<file path="src/rtl/cap_queue_pkg.sv">
package cap_queue_pkg;
  typedef enum logic [1:0] {
    ACT_IDLE  = 2'd0,
    ACT_LOAD  = 2'd1,
    ACT_SHIFT = 2'd2,
    ACT_DROP  = 2'd3
  } cap_act_e;
endpackage

</file>
<file path="src/rtl/cq_accept.sv">
module cq_accept
  import cap_queue_pkg::*;
(
  input  logic     evt_i,
  input  logic     no_ovw_i,
  input  logic     cap_full_eff_i,
  input  logic     hold_full_eff_i,
  output cap_act_e act_o,
  output logic     xfer_o
);
  always_comb begin
    act_o = ACT_IDLE;
    if (evt_i) begin
      if (!no_ovw_i)            act_o = ACT_SHIFT;
      else if (!cap_full_eff_i) act_o = ACT_LOAD;
      else if (!hold_full_eff_i) act_o = ACT_SHIFT;
      else                      act_o = ACT_DROP;
    end
  end

  // a transfer only counts when a valid entry moves
  assign xfer_o = (act_o == ACT_SHIFT) && cap_full_eff_i;
endmodule

</file>
<file path="src/rtl/cq_store.sv">
module cq_store
  import cap_queue_pkg::*;
#(
  parameter int TMR_W = 16
) (
  input  logic             clk_i,
  input  logic             rst_ni,
  input  cap_act_e         act_i,
  input  logic [TMR_W-1:0] timer_i,
  input  logic             rd_cap_i,
  input  logic             rd_hold_i,
  output logic             cap_full_eff_o,
  output logic             hold_full_eff_o,
  output logic [TMR_W-1:0] cap_o,
  output logic [TMR_W-1:0] hold_o,
  output logic             cap_full_o,
  output logic             hold_full_o
);
  // reads of this cycle count before the capture decision
  assign cap_full_eff_o  = cap_full_o  & ~rd_cap_i;
  assign hold_full_eff_o = hold_full_o & ~rd_hold_i;

  always_ff @(posedge clk_i or negedge rst_ni) begin
    if (!rst_ni) begin
      cap_o       <= '0;
      hold_o      <= '0;
      cap_full_o  <= 1'b0;
      hold_full_o <= 1'b0;
    end else begin
      unique case (act_i)
        ACT_LOAD: begin
          cap_o       <= timer_i;
          cap_full_o  <= 1'b1;
          hold_full_o <= hold_full_eff_o;
        end
        ACT_SHIFT: begin
          hold_o      <= cap_o;
          hold_full_o <= cap_full_eff_o;
          cap_o       <= timer_i;
          cap_full_o  <= 1'b1;
        end
        default: begin
          cap_full_o  <= cap_full_eff_o;
          hold_full_o <= hold_full_eff_o;
        end
      endcase
    end
  end
endmodule

</file>
<file path="src/rtl/cq_flag.sv">
module cq_flag (
  input  logic clk_i,
  input  logic rst_ni,
  input  logic accept_i,
  input  logic xfer_i,
  input  logic flag_mode_i,
  input  logic flag_clr_i,
  output logic flag_o
);
  logic set_w;

  assign set_w = flag_mode_i ? xfer_i : accept_i;

  always_ff @(posedge clk_i or negedge rst_ni) begin
    if (!rst_ni)         flag_o <= 1'b0;
    else if (set_w)      flag_o <= 1'b1;
    else if (flag_clr_i) flag_o <= 1'b0;
  end
endmodule

</file>
<file path="src/rtl/cap_queue.sv">
module cap_queue
  import cap_queue_pkg::*;
#(
  parameter int TMR_W  = 16,
  parameter int PACC_W = 16
) (
  input  logic              clk_i,
  input  logic              rst_ni,
  input  logic              cap_evt_i,
  input  logic [TMR_W-1:0]  timer_i,
  input  logic              rd_cap_i,
  input  logic              rd_hold_i,
  input  logic              no_ovw_i,
  input  logic              flag_mode_i,
  input  logic              flag_clr_i,
  input  logic [PACC_W-1:0] pacc_i,
  output logic [TMR_W-1:0]  cap_o,
  output logic [TMR_W-1:0]  hold_o,
  output logic              cap_full_o,
  output logic              hold_full_o,
  output logic              flag_o,
  output logic [PACC_W-1:0] pacc_hold_o
);
  cap_act_e act_w;
  logic     xfer_w;
  logic     cap_full_eff_w;
  logic     hold_full_eff_w;
  logic     accept_w;

  cq_accept u_accept (
    .evt_i           (cap_evt_i),
    .no_ovw_i        (no_ovw_i),
    .cap_full_eff_i  (cap_full_eff_w),
    .hold_full_eff_i (hold_full_eff_w),
    .act_o           (act_w),
    .xfer_o          (xfer_w)
  );

  cq_store #(.TMR_W(TMR_W)) u_store (
    .clk_i           (clk_i),
    .rst_ni          (rst_ni),
    .act_i           (act_w),
    .timer_i         (timer_i),
    .rd_cap_i        (rd_cap_i),
    .rd_hold_i       (rd_hold_i),
    .cap_full_eff_o  (cap_full_eff_w),
    .hold_full_eff_o (hold_full_eff_w),
    .cap_o           (cap_o),
    .hold_o          (hold_o),
    .cap_full_o      (cap_full_o),
    .hold_full_o     (hold_full_o)
  );

  assign accept_w = (act_w == ACT_LOAD) || (act_w == ACT_SHIFT);

  cq_flag u_flag (
    .clk_i       (clk_i),
    .rst_ni      (rst_ni),
    .accept_i    (accept_w),
    .xfer_i      (xfer_w),
    .flag_mode_i (flag_mode_i),
    .flag_clr_i  (flag_clr_i),
    .flag_o      (flag_o)
  );

  always_ff @(posedge clk_i or negedge rst_ni) begin
    if (!rst_ni)        pacc_hold_o <= '0;
    else if (rd_hold_i) pacc_hold_o <= pacc_i;
  end
endmodule

</file>
<file path="config.mk">
export PLATFORM = sky130hd
export DESIGN_NAME = cap_queue
export DESIGN_NICKNAME = d
export VERILOG_FILES = /design/src/rtl/cap_queue_pkg.sv /design/src/rtl/cq_accept.sv /design/src/rtl/cq_store.sv /design/src/rtl/cq_flag.sv /design/src/rtl/cap_queue.sv
export SDC_FILE = /design/constraint.sdc
export NUM_CORES = 1
export LEC_CHECK = 0
export ABC_AREA = 0
export CAP_MARGIN = 10
export CORE_MARGIN = 5
export CORE_UTILIZATION = 28
export CTS_CLUSTER_DIAMETER = 100
export DETAILED_ROUTE_END_ITERATION = 7
export DONT_BUFFER_PORTS = 1
export GPL_ROUTABILITY_DRIVEN = 0
export GPL_TIMING_DRIVEN = 0
export PLACE_DENSITY_LB_ADDON = 0.08
export REMOVE_ABC_BUFFERS = 1
export SYNTH_ARGS = -nofsm -noshare
export SYNTH_HDL_FRONTEND = slang
export SYNTH_SLANG_ARGS = --single-unit
</file>
<file path="constraint.sdc">
create_clock -name clk_i -period 1.96 [get_ports clk_i]
set_input_delay 0.392 -clock clk_i [delete_from_list [all_inputs] [get_ports clk_i]]
set_output_delay 0.392 -clock clk_i [all_outputs]
set_load 0.01 [all_outputs]
</file>
==> results.cfg <==
[run_status]
status = complete, no violations

[critical_path]
reg2reg_to = u_store.hold_o[3]
r2r_start = u_store.cap_full_o
rr_worst_depth = 4
r2r_setup_slack_ps = 150
cp-start-kind = register
arrival_ps = 1990
cp.required_ps = 2140
path_class = register to register
cp_max_fo = 18
cp-end-kind = register

[routing]
drc = 0
avgRoutedWirePerCell_um = 20.1
avgViaCountPerCell = 4.50
vias = 986
drt_pass1_iterations = 3
ant_nets = 0
finalWirelength_mm = 4.41
dr.first_iter.drc_count = 9

[clock_network]
post_cts_buffers = 0
cts.root.buffer_cell = clkbuf_8
clock_latency_ps = 290
cts_buffers = 5
clock-sinks = 51
clkTransAtPathRegs_ps = 90
htreeDepth = 2
cts.path.max_buffers = 2
cts_tree = yes

[power_and_ir_drop]
p_switching_uw = 792
power.internal_uw = 1860
p_sw_share_pct = 29.9
irDropWorstVdd_v = 0.000384
p_seq_share_pct = 61.8
p_clk_share_pct = 21.8
power_density_nw_per_um2 = 1180
combPwrFrac_pct = 16.3
leakage_uw = 0.000987

[sta]
slew_headroom_pct = 76.9
setup_tns_ps = 0
finalCriticalPeriod_ps = 1810
rsz0062_at_grt = false
finalCritPeriodShare_pct = 92.5
tightest_slew_ps = 346
final-hold-violation-count = 0
drv_slew = 0
setup_viol = 0
fmax_mhz = 552
skew_ps = 8.24

[hold_path]
min_from = pacc_i[10]
hold_end = pacc_hold_o[10]
holdPathStages = 1
hold_path_class = primary input to register

[floorplan]
num_rows = 31
io_pins = 91
die_area_um2 = 9290
dieHeight_um = 96.4
start_util_pct = 28.8
die_w_um = 96.4
coreArea_um2 = 7250

[job]
cap_violations = 0

[finish]
layout-drive-gt1-share_pct = 46.7
antenna_cells = 0
post-route-util_pct = 31.0
syn2layout_area_growth_pct = 7.72
final_cell_mix = 51 x dfrtp_1, 26 x mux2_4, 22 x mux2_2
fin_nets = 160
stdcell_count = 219
fillers = 739
final_common_cell = dfrtp_1

[synth]
ys_seq_elements = 51
seq_area_frac_synth_pct = 61.1
syn-mean-instance-area_um2 = 18.0
synth_cells = 116
synth_area_um2 = 2090
yosysUniqueCellTypes = 15
synth.yosys.warnings = 0

[grt]
gr-total-overflow = 0
grt_usage_pct = 9.54
grt_pass1_vias = 1138
grt_pass1_wl_mm = 6.55
grt_max_degree = 52
antenna_found_initial = 0

[placed_design]
place_hpwl_mm = 3.11
dp.cells = 209
port_buffers = 0
[critical path, stage by stage (launching register included)]
cell and delay [ps]:
dfrtp_1 440, nand2b_1 140, a21boi_0 310, ha_4 410
mux2_2 380
[routing by layer]
layer	share of wire, %	global-route usage, %	wire, um
met5	0	0	0
met4	0.88	3.15	39
met3	10	4.42	449
met2	50	15.5	2210
met1	39	11.1	1710
[power by group through the flow]
| stage | registers [uW] | logic [uW] | clock network, uW |
|---|---|---|---|
| after CTS | 1650 | 443 | 616 |
| final | 1640 | 433 | 579 |
| after detailed placement | 1670 | 405 | 0 |
| after floorplan | 1580 | 359 | 0 |
| after global placement | 1660 | 391 | 0 |
| after global routing | 1670 | 471 | 650 |
[final cells by class]
class / count / area [um2] / area share [%]
clock buffers: 7 / 76.3 / 3.39
clock inverters: 1 / 5.00 / 0.222
inverters: 1 / 3.75 / 0.167
multi-input cells: 58 / 728 / 32.4
flip-flops and latches: 51 / 1280 / 56.7
well taps: 99 / 124 / 5.50
repair buffers: 2 / 37.5 / 1.67
[kinds of logic after synthesis]
family / count (synthesis) / synth area share [%]
DFF: 51 / 61.1
AOI/OAI and AO/OA: 3 / 1.14
muxes: 49 / 31.0
and+or+nand+nor: 5 / 1.50
buffers and inverters: 7 / 4.67
adders and majority gates: 1 / 0.599
[what timing repair did]
item | 4_1_cts | 5_1_grt
hold endpoints to repair | 51 | 0
gates resized for setup | 2 | 0
hold buffers | 2 | 0
endpoints found under the setup margin | 35 | 0
[state kept, by name (all words and copies together), names as in the netlist]
| register | count |
|---|---|
| pacc_hold_o | 16 |
| u_store.cap_full_o | 1 |
| u_store.hold_o | 16 |
| u_flag.flag_o | 1 |
| u_store.hold_full_o | 1 |
| u_store.cap_o | 16 |
[worst max-delay path by stage]
stage | from | end | cells past startpoint
2_1_floorplan | rd_cap_i | u_store.hold_o[0] | 4
3_3_place_gp | rd_cap_i | u_store.hold_o[3] | 4
3_5_place_dp | rd_cap_i | u_store.hold_o[3] | 4
4_1_cts | u_store.cap_full_o | u_store.hold_o[3] | 4
5_1_grt | u_store.cap_full_o | u_store.hold_o[4] | 4
6_report | u_store.cap_full_o | u_store.hold_o[3] | 4
[cells in the mapped netlist]
| library cell | n | area (um2) |
|---|---|---|
| mux2_2 | 22 | 248 |
| mux2i_1 | 1 | 10.0 |
| nor2b_1 | 1 | 6.26 |
| o221ai_1 | 1 | 8.76 |
| nand4b_1 | 1 | 8.76 |
| nand2b_1 | 2 | 12.5 |
| dfrtp_1 | 51 | 1280 |
| a21boi_0 | 1 | 7.51 |
| ha_1 | 1 | 12.5 |
| nand2_1 | 1 | 3.75 |
| buf_6 | 3 | 33.8 |
| inv_1 | 1 | 3.75 |
| buf_12 | 3 | 60.1 |
| mux2_4 | 26 | 390 |
| o211ai_1 | 1 | 7.51 |
[stage by stage]
stage          setup WS (ps)  area (um2)  power [uW]  hold WS, ps
3_5_place_dp            -377        2120        2070         97.7
3_3_place_gp            -301        2120        2050         97.8
2_1_floorplan           46.1        2000        1940         96.4
6_report                 148        2250        2650          234
5_1_grt                 22.5        2250        2800          213
4_1_cts                  108        2250        2710          217
Power figures use the tool's default switching activity.
